$ cat src/rtl/mxm_pkg.sv
package mxm_pkg;

    // Row choice, keyed by {x_j, y_j}
    typedef enum logic [1:0] {
        PICK_ZERO = 2'b00,
        PICK_XLOW = 2'b01,
        PICK_YLOW = 2'b10,
        PICK_SUM  = 2'b11
    } row_pick_e;

    function automatic row_pick_e decode_pick(input logic xb, input logic yb);
        return row_pick_e'({xb, yb});
    endfunction

endpackage

$ cat src/rtl/mxm_operand_adder.sv
module mxm_operand_adder #(
    parameter int N = 8
) (
    input  logic [N-1:0] add_a,
    input  logic [N-1:0] add_b,
    output logic [N-1:0] sum_bits,
    output logic [N-1:0] carry_bits
);
    // carry_bits[i] is the carry entering position i
    logic [N:0] chain_d;

    always_comb begin
        chain_d[0] = 1'b0;
        for (int i = 0; i < N; i++) begin
            sum_bits[i]   = add_a[i] ^ add_b[i] ^ chain_d[i];
            chain_d[i+1]  = (add_a[i] & add_b[i]) | (chain_d[i] & (add_a[i] ^ add_b[i]));
            carry_bits[i] = chain_d[i];
        end
    end

endmodule

$ cat src/rtl/mxm_row_select.sv
module mxm_row_select #(
    parameter int J = 1
) (
    input  logic         xb,
    input  logic         yb,
    input  logic [J-1:0] low_x,
    input  logic [J-1:0] low_y,
    input  logic [J-1:0] sum_low,
    input  logic         sum_msb,
    output logic [J:0]   term
);
    import mxm_pkg::*;

    row_pick_e pick_d;

    always_comb begin
        pick_d = decode_pick(xb, yb);
        unique case (pick_d)
            PICK_ZERO: term = '0;
            PICK_XLOW: term = {1'b0, low_x};
            PICK_YLOW: term = {1'b0, low_y};
            PICK_SUM:  term = {sum_msb, sum_low};
            default:   term = '0;
        endcase
    end

endmodule

$ cat src/rtl/mxm_row_accum.sv
module mxm_row_accum #(
    parameter int N           = 8,
    parameter bit SIGNED_MODE = 1'b0
) (
    input  logic [N-1:0]        op_x,
    input  logic [N-1:0]        op_y,
    input  logic [N-1:0][N:0]   row_terms,
    output logic [2*N-1:0]      product
);
    localparam int PW = 2 * N;

    typedef struct packed {
        logic [PW-1:0] diag;
        logic [PW-1:0] lower;
        logic [PW-1:0] top;
    } accum_t;

    accum_t acc_d;

    always_comb begin
        acc_d.diag  = '0;
        acc_d.lower = '0;
        for (int j = 0; j < N; j++) begin
            acc_d.diag[2*j] = op_x[j] & op_y[j];
        end
        for (int j = 0; j < N - 1; j++) begin
            acc_d.lower = acc_d.lower + ({{(PW-N-1){1'b0}}, row_terms[j]} << j);
        end
        acc_d.top = {{(PW-N-1){1'b0}}, row_terms[N-1]} << (N - 1);
    end

    generate
        if (SIGNED_MODE) begin : g_sub_top
            // inverted top term, carry-in of one
            assign product = acc_d.diag + acc_d.lower + ~acc_d.top + {{(PW-1){1'b0}}, 1'b1};
        end else begin : g_add_top
            assign product = acc_d.diag + acc_d.lower + acc_d.top;
        end
    endgenerate

endmodule

$ cat src/rtl/mux_array_mult.sv
module mux_array_mult #(
    parameter int N            = 8,
    parameter bit SIGNED_MODE  = 1'b0,
    parameter bit MSB_FROM_SUM = 1'b0
) (
    input  logic [N-1:0]   op_x,
    input  logic [N-1:0]   op_y,
    output logic [2*N-1:0] product
);
    logic [N-1:0]      sum_bits;
    logic [N-1:0]      carry_bits;
    logic [N-1:0][N:0] row_terms;

    mxm_operand_adder #(.N(N)) u_adder (
        .add_a      (op_x),
        .add_b      (op_y),
        .sum_bits   (sum_bits),
        .carry_bits (carry_bits)
    );

    assign row_terms[0] = '0;

    generate
        for (genvar j = 1; j < N; j++) begin : g_row
            logic       msb_d;
            logic [j:0] term_d;

            if (MSB_FROM_SUM) begin : g_msb_s
                assign msb_d = sum_bits[j];
            end else begin : g_msb_c
                assign msb_d = carry_bits[j];
            end

            mxm_row_select #(.J(j)) u_sel (
                .xb      (op_x[j]),
                .yb      (op_y[j]),
                .low_x   (op_x[j-1:0]),
                .low_y   (op_y[j-1:0]),
                .sum_low (sum_bits[j-1:0]),
                .sum_msb (msb_d),
                .term    (term_d)
            );

            assign row_terms[j] = {{(N-j){1'b0}}, term_d};
        end
    endgenerate

    mxm_row_accum #(.N(N), .SIGNED_MODE(SIGNED_MODE)) u_accum (
        .op_x      (op_x),
        .op_y      (op_y),
        .row_terms (row_terms),
        .product   (product)
    );

endmodule

$ cat config.mk
export PLATFORM = sky130hd
export DESIGN_NAME = mux_array_mult
export DESIGN_NICKNAME = d
export VERILOG_FILES = /design/src/rtl/mxm_pkg.sv /design/src/rtl/mxm_operand_adder.sv /design/src/rtl/mxm_row_select.sv /design/src/rtl/mxm_row_accum.sv /design/src/rtl/mux_array_mult.sv
export SDC_FILE = /design/constraint.sdc
export NUM_CORES = 1
export LEC_CHECK = 0
export ABC_AREA = 1
export BUFFER_PORTS_ARGS = -buffer_cell sky130_fd_sc_hd__buf_2
export CORE_MARGIN = 4
export CORE_UTILIZATION = 58
export DETAILED_ROUTE_END_ITERATION = 6
export MAX_ROUTING_LAYER = met4
export PLACE_DENSITY = 0.84
export SYNTH_ARGS = -nofsm -noshare
export SYNTH_HDL_FRONTEND = slang
export SYNTH_HIERARCHICAL = 1
export SYNTH_SLANG_ARGS = --single-unit
$ cat constraint.sdc
create_clock -name vclk -period 7.3
set_input_delay 0.73 -clock vclk [all_inputs]
set_output_delay 0.73 -clock vclk [all_outputs]
set_load 0.05 [all_outputs]
* After elaboration in Yosys (flattened, before gate mapping) *
Cells that the tools add are included.

word-level totals
  input port bits = 16
  bits in latches = 0
  bits in read-only memories = 0
  bits in writable memories = 0
  output and inout bits = 16
  bits in registers = 0
  memories kept = 0
  word-level logic and storage cells = 75

operators by class
  div/mod/pow operators = 0
  mux-type cells = 7
  add/subtract/negate cells = 7
  equality and inequality tests = 21
  $lt $le $gt $ge = 0
  bitwise logic cells = 33
  reductions and logical operators = 7
  multipliers = 0
  shift operators = 0

operators with widths
  operator              count
  $pmux W8 S4           1
  $eq A2 B2 Y1 const B  14
  $pmux W7 S4           1
  $pmux W6 S4           1
  $pmux W5 S4           1
  $add A15 B16 Y16      1
  $add A16 B11 Y16      1
  $add A16 B13 Y16      1
  $add A16 B15 Y16      1
  $add A16 B7 Y16       1
  $add A16 B9 Y16       1
  $pmux W4 S4           1
  $and A1 B1 Y1         14
  $eq A2 B1 Y1 const B  7
  $logic_not A2 Y1      7
  $xor A1 B1 Y1         13
  $pmux W3 S4           1
  $pmux W2 S4           1
  $add A3 B5 Y6         1
  $or A1 B1 Y1          6

* Logic depth before layout (Yosys ltp) *
Gate-level depths: netlist of the first run.

  depth in word-level cells = 15
  gate-level depth with buffers = 24
  mapped depth without buffers = 24

* Hierarchy *
The synthesis of the first run kept the hierarchy.

by module, submodules not included
  module                            times used  area each (µm²)  cells each
  mxm_row_accum                     1           2344.7           306
  mxm_operand_adder                 1           178.9            18
  mxm_row_select at g_row[7].u_sel  1           173.9            33
  mxm_row_select at g_row[6].u_sel  1           153.9            29
  mxm_row_select at g_row[5].u_sel  1           133.9            25
  mxm_row_select at g_row[4].u_sel  1           117.6            21
  mxm_row_select at g_row[3].u_sel  1           92.6             17
  mxm_row_select at g_row[2].u_sel  1           53.8             11
  mxm_row_select at g_row[1].u_sel  1           35.0             7
  mux_array_mult                    1           3.8              1

* Worst setup path before layout of the first run *
OpenSTA, ideal clock, no wires.

  path kind = in2out
  start = input op_x[0]
  end = output product[12]
  required time = 6570 ps
  data arrival time = 6691 ps
  slack = -121 ps
  stages on the path = 20
  cell sequence = ha_1 > fa_1 > fa_1 > fa_1 > fa_1 > fa_1 > nand3_1 > nand3_1 > ha_1 > inv_1 > fa_1 > fa_1 > inv_1 > fa_1 > ha_1 > nand2_1 > nor2_1 > nand2_1 > nand2_1 > xor2_1

between the ends
  elaborated cells between the ends (all ways) = 31
  those cells by class = add/sub: 7; mux: 7; bitwise: 17

RTL lines
  what                         RTL line                 RTL
  from (decl)                  mux_array_mult.sv:6      input logic [N-1:0] op_x,
  $and A1 B1 Y1 (2 in series)  mxm_operand_adder.sv:16  chain_d[i+1] = (add_a[i] & add_b[i]) | (chain_d[i] & (add_a[i] ^ add_b[i]));
  $or A1 B1 Y1                 mxm_operand_adder.sv:16
  via carry_bits[2]            mux_array_mult.sv:11     logic [N-1:0] carry_bits;
  $and A1 B1 Y1                mxm_operand_adder.sv:16
  $or A1 B1 Y1                 mxm_operand_adder.sv:16
  via carry_bits[3]            mux_array_mult.sv:11
  $and A1 B1 Y1                mxm_operand_adder.sv:16
  $or A1 B1 Y1                 mxm_operand_adder.sv:16
  via carry_bits[4]            mux_array_mult.sv:11
  (+2 left out)                --
  via carry_bits[5]            mux_array_mult.sv:11
  $xor A1 B1 Y1                mxm_operand_adder.sv:15  sum_bits[i] = add_a[i] ^ add_b[i] ^ chain_d[i];
  via sum_bits[5]              mux_array_mult.sv:10     logic [N-1:0] sum_bits;
  $pmux W7 S4                  mxm_row_select.sv:18     unique case (pick_d)
  via g_row[6].term_d[5]       mux_array_mult.sv:26     logic [j:0] term_d;
  $add A16 B13 Y16             mxm_row_accum.sv:27      acc_d.lower = acc_d.lower + ({{(PW-N-1){1'b0}}, row_terms[j]} << j);
  $add A15 B16 Y16             mxm_row_accum.sv:37      assign product = acc_d.diag + acc_d.lower + acc_d.top;
  $add A16 B15 Y16             mxm_row_accum.sv:37
  to (decl)                    mux_array_mult.sv:8      output logic [2*N-1:0] product

The timed path passes the listed nets, and every way through them passes these cells.

* Final worst setup path of the first run *
  start = input op_x[0]
  end = output product[12]

between the ends
  elaborated cells between the ends (all ways) = 31
  those cells by class = add/sub: 7; mux: 7; bitwise: 17

RTL lines
  what                    RTL line
  $and A1 B1 Y1           mxm_operand_adder.sv:16
  via carry_bits[1]       mux_array_mult.sv:11
  $and A1 B1 Y1           mxm_operand_adder.sv:16
  $or A1 B1 Y1            mxm_operand_adder.sv:16
  via carry_bits[2]       mux_array_mult.sv:11
  $and A1 B1 Y1           mxm_operand_adder.sv:16
  $or A1 B1 Y1            mxm_operand_adder.sv:16
  via carry_bits[3]       mux_array_mult.sv:11
  (+2 left out)           --
  via carry_bits[4]       mux_array_mult.sv:11
  (+2 left out)           --
  via carry_bits[5]       mux_array_mult.sv:11
  $xor A1 B1 Y1           mxm_operand_adder.sv:15
  via sum_bits[5]         mux_array_mult.sv:10
  $pmux W7 S4             mxm_row_select.sv:18
  via g_row[6].term_d[5]  mux_array_mult.sv:26
  $add A16 B13 Y16        mxm_row_accum.sv:27
  $add A15 B16 Y16        mxm_row_accum.sv:37
  $add A16 B15 Y16        mxm_row_accum.sv:37

The timed path passes the listed nets, and every way through them passes these cells.

==> results of run 1 <==
## critical path: stages
cell and delay [ns]:
buf_2 0.11, ha_1 0.23, fa_2 0.40, fa_2 0.36, fa_2 0.39, fa_2 0.42
fa_2 0.50, nand3_1 0.10, nand3_1 0.09, ha_1 0.28, inv_1 0.05, fa_1 0.47
fa_1 0.56, inv_1 0.06, fa_1 0.48, ha_4 0.31, nand2_1 0.11, nor2_1 0.14
nand2_1 0.09, nand2_1 0.12, xor2_2 0.14, buf_4 0.21
## timing repair
action / CTS / global route
pin swaps: 0 / 5
resized for setup: 12 / 14
setup buffers: 0 / 0
setup endpoints to repair: 6 / 6
## final timing paths
check | startpoint | end | slack, ns
setup / recovery | op_x[0] | product[12] | 0.23
hold / removal | op_y[0] | product[0] | 2.18
## metrics by stage
| stage | setup slack [ns] | instance area (um2) | hold slack [ns] | utilization, % | setup TNS [ns] |
|---|---|---|---|---|---|
| detailed placement | -0.2835 | 3647 | 2.171 | 69.21 | -1.162 |
| finish | 0.2312 | 3749 | 2.180 | 71.13 | 0 |
| global placement | -0.2177 | 3647 | 2.153 | 69.21 | -0.9182 |
| CTS | 0.01585 | 3689 | 2.176 | 69.99 | 0 |
| global route | -0.02692 | 3749 | 2.222 | 71.13 | -0.02692 |
| floorplan | 0.008971 | 3400 | 1.918 | - | 0 |
## area by class of cell
| class | instances | area [um2] |
|---|---|---|
| multi-input cells | 358 | 2900 |
| fillers | 452 | 1521 |
| inverters | 127 | 476.7 |
| repair buffers | 45 | 284.0 |
| well taps | 70 | 87.58 |
## placed cells by master, fill, tap and decap left out, types with 2 or more instances in the layout
cell type    n
a21oi_1      3
a21oi_2      5
and3_1       2
and3_2       5
buf_2       26
buf_4       16
buf_6        3
conb_1      39
fa_1        51
fa_2         5
ha_1        30
ha_4         3
inv_1      121
inv_2        6
nand2_1     61
nand2_2      3
nand3_1    124
nand4_1      2
nor2_1      10
nor2_2       3
xnor2_1      5
xor2_1       2
## layer usage
| layer | GRT usage (%) | part of all wire [%] | vias to the layer above | wire [um] |
|---|---|---|---|---|
| met4 | 2.124 | 1.3 | 0 | 98 |
| met1 | 33.22 | 42 | 1467 | 3206 |
| met5 | - | 0 | - | 0 |
| met2 | 40.71 | 51 | 129 | 3944 |
| li1 | - | - | 1528 | - |
| met3 | 0.2169 | 6.1 | 12 | 475 |
==> run_results.csv, run 1 <==
group,metric,value,unit
outcome,status,"finished, final reports clean",
worst_setup_path,critPathKind,"input port to primary output",
grt,antenna_found_initial,0,
detailed_routing,via_count,3136,
placement,portBuffers,32,
clocking,cts-hold-fix-buffers,0,
detailed_routing,antenna_left,0,
sta,finalSetupViolations,0,
worst_hold_path,worstHoldPathCells,6,
final_layout,nets,638,
floorplanning,fp.dieH,82.76,um
logic_synthesis,synthCells,457,
logic_synthesis,avgSynthCellArea,7.094,um2
worst_setup_path,end_kind,"primary output",
logic_synthesis,ys.warnings.count,6,
detailed_routing,drc,0,
grt,grt-ovfl-total,0,
placement,placed_cells,600,
final_layout,register_area,0,um2
floorplanning,io-pin-count,32,
logic_synthesis,syn_area,0.003242,mm2
final_layout,diodes,0,
floorplanning,die_w,82.76,um
sta,slew_violations,0,
floorplanning,core_area,0.005270,mm2
worst_setup_path,cp_max_fo,4,
floorplanning,rows,26,
floorplanning,start_util,61.51,%
detailed_routing,drt-pass1-iter-count,5,
detailed_routing,routed_wl,7.724,mm
placement,place_congestion,0.9455,
sta,finalCritPeriodShare,96.83,%
grt,grt_max_degree,18,
detailed_routing,vias_per_cell,5.227,
sta,fmax,141.5,MHz
grt,grt_pass1_wl,12.54,mm
final_layout,nClkBuffers,0,
worst_setup_path,critPathRequiredTime,6.57,ns
worst_hold_path,min_path_type,"input port to primary output",
sta,final_hold_viol_count,0,
sta,min_period,7.069,ns
floorplanning,dieArea,0.006849,mm2
grt,track_usage,23.77,%
detailed_routing,wire_per_inst,12.87,um
final_layout,fin_cells,600,
flow_run,maxCapViolCount,0,
worst_setup_path,crit_path_start_kind,"input port",
grt,first_global_vias,2822,
worst_setup_path,arrival,6.34,ns
final_layout,layout-drive-gt1-share,14.72,%
detailed_routing,drt_iter0_drc,250,
final_layout,area_delta_synth_final,15.63,%
final_layout,seq_cell_count,0,
placement,dpl.hpwl,6.444,mm
Power of run 1 is left out: the tool's default activity adds up to more than one toggle a clock period on the data nets, which glitch-free logic cannot reach.
==> run 2: changes to the inputs <==
PLACE_DENSITY = 0.82   (was 0.84)
==> run 2 against run 1 <==
Critical path depth increased by 1. Maximum frequency decreased by 0.28%. Flip-flop and latch count unchanged. Worst hold slack got worse by 0.020 ns. First-iteration DRC count decreased by 9.6%. Die area unchanged. Via count decreased by 2.6%. Cell count decreased by 0.33%. Core utilization decreased by 0.24 points. Sequential share of layout area unchanged.
==> run_results.csv, run 2 (synthesis gave the netlist of run 1 again) <==
group,metric,value,unit
detailed_routing,drt-pass1-iter-count,5,
floorplanning,rows,26,
final_layout,nClkBuffers,0,
worst_setup_path,cp_max_fo,3,
clocking,cts_setup_buffers,0,
detailed_routing,via_count,3055,
worst_setup_path,critPathRequiredTime,6.57,ns
sta,min_period,7.088,ns
final_layout,final_cell_mix,"nand3_1 (124), inv_1 (121), nand2_1 (61), fa_1 (51), conb_1 (39)",
detailed_routing,routed_wl,7.337,mm
final_layout,register_area,0,um2
detailed_routing,vias_per_cell,5.109,
placement,dpl.hpwl,6.110,mm
final_layout,fin_util,70.89,%
sta,fmax,141.1,MHz
clocking,cts-hold-fix-buffers,0,
sta,finalSetupTns,0,ns
detailed_routing,drt_iter0_drc,226,
final_layout,diodes,0,
flow_run,maxCapViolCount,0,
final_layout,stdcell_area,0.003736,mm2
worst_setup_path,end_kind,"primary output",
placement,place_area,0.003632,mm2
placement,place_congestion,0.9358,
worst_setup_path,crit_path_start_kind,"input port",
final_layout,fin_cells,598,
floorplanning,fp.dieH,82.76,um
worst_hold_path,hold_end,"product[0]",
grt,antenna_found_initial,0,
worst_hold_path,min-delay-start,"op_y[0]",
final_layout,nets,636,
placement,placed_cells,598,
worst_hold_path,min_path_type,"input port to primary output",
grt,grt_pass1_wl,11.97,mm
sta,rsz0062_at_grt,"false",
floorplanning,core_area,0.005270,mm2
final_layout,seq_cell_count,0,
grt,grt_max_degree,18,
worst_hold_path,worstHoldPathCells,6,
detailed_routing,wire_per_inst,12.27,um
grt,grt-ovfl-total,0,
outcome,status,"finished, final reports clean",
detailed_routing,drc,0,
worst_setup_path,arrival,6.36,ns
sta,final_hold_viol_count,0,
sta,finalCritPeriodShare,97.10,%
floorplanning,io-pin-count,32,
detailed_routing,antenna_left,0,
sta,slew_violations,0,
floorplanning,dieArea,0.006849,mm2
final_layout,area_delta_synth_final,15.24,%
sta,finalSetupViolations,0,
placement,portBuffers,32,
final_layout,layout-drive-gt1-share,14.20,%
floorplanning,die_w,82.76,um
final_layout,n_fill_cell,444,
final_layout,final_common_cell,"nand3_1",
worst_setup_path,critPathKind,"input port to primary output",
grt,track_usage,22.66,%
grt,first_global_vias,2696,
final_layout,multi_input_area,0.002907,mm2
floorplanning,start_util,61.51,%
-- run 2: changes by cell type in the layout (fill, tap and decap cells not counted), sizes merged --
cell | previous run | this run
clkbuf | 0 | 3
buf | 45 | 40
-- run 2: layer usage --
layer | part of all wire, % | vias to the layer above | track usage [%]
li1 | - | 1519 | -
met5 | 0 | - | -
met4 | 0.65 | 0 | 1.471
met2 | 48 | 116 | 37.10
met1 | 44 | 1414 | 33.27
met3 | 7.2 | 6 | 0.3254
-- run 2: area by class of cell --
class / instances / area share, %
timing repair buffer: 43 / 7.100
multi-input combinational: 358 / 77.80
tap: 70 / 2.344
inverter: 127 / 12.76
-- run 2: critical path, cell delays in order --
cell,delay [ns]
buf_2,0.11
ha_1,0.22
fa_2,0.41
fa_2,0.39
fa_2,0.41
fa_2,0.40
fa_2,0.42
fa_1,0.48
nand3_1,0.10
nand3_1,0.10
fa_1,0.45
ha_1,0.30
fa_1,0.42
ha_1,0.30
ha_1,0.33
nand2_1,0.12
inv_1,0.06
a21oi_2,0.14
nand2_1,0.08
nor2_1,0.09
nand2_1,0.05
nand2_1,0.07
buf_6,0.15
-- run 2: worst max path at each step --
stage | to | slack [ns] | cells after the start | from
floorplan | product[10] | 0.009 | 20 | op_x[0]
global placement | product[15] | -0.22 | 23 | op_x[0]
detailed placement | product[15] | -0.36 | 23 | op_x[0]
CTS | product[15] | 0.002 | 23 | op_x[0]
global route | product[15] | 0.006 | 25 | op_x[0]
finish | product[15] | 0.21 | 23 | op_x[0]
-- run 2: repair_timing --
item | 4_1_cts | 5_1_grt
resized for setup | 8 | 17
setup endpoints to repair | 6 | 6
pin swaps | 0 | 6
endpoints found under the hold margin | 0 | 0
-- run 2: per-stage QoR --
| stage | hold WS (ns) | setup slack, ns |
|---|---|---|
| 6_report | 2.161 | 0.2117 |
| 3_3_place_gp | 2.155 | -0.2189 |
| 4_1_cts | 2.163 | 0.002277 |
| 5_1_grt | 2.207 | 0.005838 |
| 3_5_place_dp | 2.160 | -0.3593 |
| 2_1_floorplan | 1.918 | 0.008971 |
Power of run 2 is left out for the same reason.
==> run 3: changes to the inputs <==
CORE_UTILIZATION = 64   (was 58)
PLACE_DENSITY = 0.85   (was 0.82)
clock period = 7.7 ns   (was 7.3 ns; I/O delays follow)
==> run 3 against run 2 <==
First-iteration DRC count down 8.8%. Critical path type unchanged. Largest cell class unchanged. Non-clock buffer count decreased by 7. Critical endpoint unchanged. Worst hold slack gained 0.098 ns.
==> run_results.csv, run 3 (synthesis gave the netlist of run 1 again) <==
group,metric,value,unit
outcome,status,"finished, final reports clean",
floorplanning,rows,25,
detailed_routing,drc,0,
floorplanning,core_area,0.004817,mm2
sta,slew_violations,0,
detailed_routing,wire_per_inst,11.67,um
final_layout,register_area,0,um2
worst_setup_path,cp_max_fo,4,
worst_setup_path,crit_path_start_kind,"input port",
floorplanning,dieArea,0.006268,mm2
floorplanning,die_w,79.17,um
final_layout,area_delta_synth_final,10.46,%
sta,min_period,7.363,ns
sta,final_hold_viol_count,0,
detailed_routing,antenna_left,0,
worst_setup_path,arrival,6.59,ns
detailed_routing,drt-pass1-iter-count,5,
detailed_routing,drt_iter0_drc,206,
placement,place_congestion,0.8796,
detailed_routing,routed_wl,6.862,mm
final_layout,final_common_cell,"nand3_1",
sta,rsz0062_at_grt,"false",
grt,grt_max_degree,18,
sta,finalCritPeriodShare,95.63,%
final_layout,layout-drive-gt1-share,10.94,%
worst_setup_path,crit_path_cell_trace,"buf_2 > ha_1 > fa_2 > fa_2 > fa_2 > fa_2 > fa_2 > fa_1 > nand3_1 > nand3_1 > fa_1 > ha_1 > fa_1 > ha_1 > ha_1 > nand2_1 > inv_1 > a21oi_1 > nand2_1 > nor2_1 > nand2_1 > nand2_1 > buf_4",
placement,dpl.hpwl,5.904,mm
placement,portBuffers,32,
worst_setup_path,critPathKind,"input port to primary output",
final_layout,fin_util,74.34,%
final_layout,final_cell_mix,"nand3_1 (124), inv_1 (121), nand2_1 (62), fa_1 (51), conb_1 (39)",
worst_setup_path,crit_path_max_incr_delay,0.49,ns
grt,grt_pass1_wl,11.94,mm
grt,first_global_vias,2818,
final_layout,diodes,0,
grt,antenna_found_initial,0,
floorplanning,fp.dieH,79.17,um
worst_setup_path,end_kind,"primary output",
floorplanning,io-pin-count,32,
final_layout,seq_cell_count,0,
final_layout,nets,629,
clocking,cts_setup_buffers,0,
floorplanning,start_util,67.30,%
grt,grt-ovfl-total,0,
worst_setup_path,cp_slowest_cell,"fa_1",
detailed_routing,vias_per_cell,5.252,
worst_setup_path,cpMostUsedCell,"fa_2",
grt,track_usage,23.65,%
worst_hold_path,min_path_type,"input port to primary output",
detailed_routing,via_count,3088,
sta,fmax,135.8,MHz
final_layout,nClkBuffers,0,
sta,finalSetupViolations,0,
flow_run,maxCapViolCount,0,
worst_setup_path,critPathRequiredTime,6.93,ns
-- run 3: changes by cell type in the layout (fill, tap and decap cells not counted), moves of 2 or more --
cell,change
clkbuf_4,-3
buf_2,+4
buf_6,-2
a21oi_1,+3
buf_4,-6
a21oi_2,-3
ha_4,-4
ha_1,+4
-- run 3: what timing repair did --
| action | in CTS | in global routing |
|---|---|---|
| pin swaps | 0 | 0 |
| endpoints found under the setup margin | 2 | 4 |
| hold buffers | 0 | 0 |
| endpoints found under the hold margin | 0 | 0 |
| resized for setup | 4 | 4 |
-- run 3: final cells by class --
class | instances | area (um2)
Fill cell | 413 | 1236
Inverter | 127 | 476.7
Tap cell | 67 | 83.83
Timing Repair Buffer | 36 | 195.2
Multi-Input combinational cell | 358 | 2825
-- run 3: metal layers --
metal / GRT usage, % / routed length [um] / vias to the layer above / share of wire [%]
li1: - / - / 1506 / -
met1: 30.86 / 2731 / 1463 / 40
met2: 41.75 / 3664 / 107 / 53
met3: 0.4535 / 335 / 12 / 4.9
met4: 4.811 / 131 / 0 / 1.9
met5: - / 0 / - / 0
-- run 3: worst max-delay path: cells and delay by family --
family / cells / cell delay, ns
AND/OR/NAND/NOR: 7 / 0.58
AO/OA/AOI/OAI: 1 / 0.18
buffers and inverters: 3 / 0.35
adder cells (fa/ha/maj): 12 / 4.71
-- run 3: path summary, 6_finish.rpt --
check / startpoint / end / slack, ns / cells past startpoint
max: op_x[0] / product[15] / 0.34 / 23
min: op_y[0] / product[0] / 2.26 / 6
-- run 3: per-stage QoR --
| step | worst slack [ns] | hold slack [ns] | std cells | cell area [um2] | setup TNS, ns |
|---|---|---|---|---|---|
| global placement | 0.07321 | 2.244 | 588 | 3561 | 0 |
| finish | 0.3368 | 2.259 | 588 | 3581 | 0 |
| global route | 0.05525 | 2.313 | 588 | 3581 | 0 |
| floorplan | 0.1991 | 1.998 | 495 | 3385 | 0 |
| CTS | 0.06221 | 2.258 | 588 | 3571 | 0 |
| detailed placement | -0.02832 | 2.247 | 588 | 3561 | -0.02832 |
Power of run 3 is left out for the same reason.
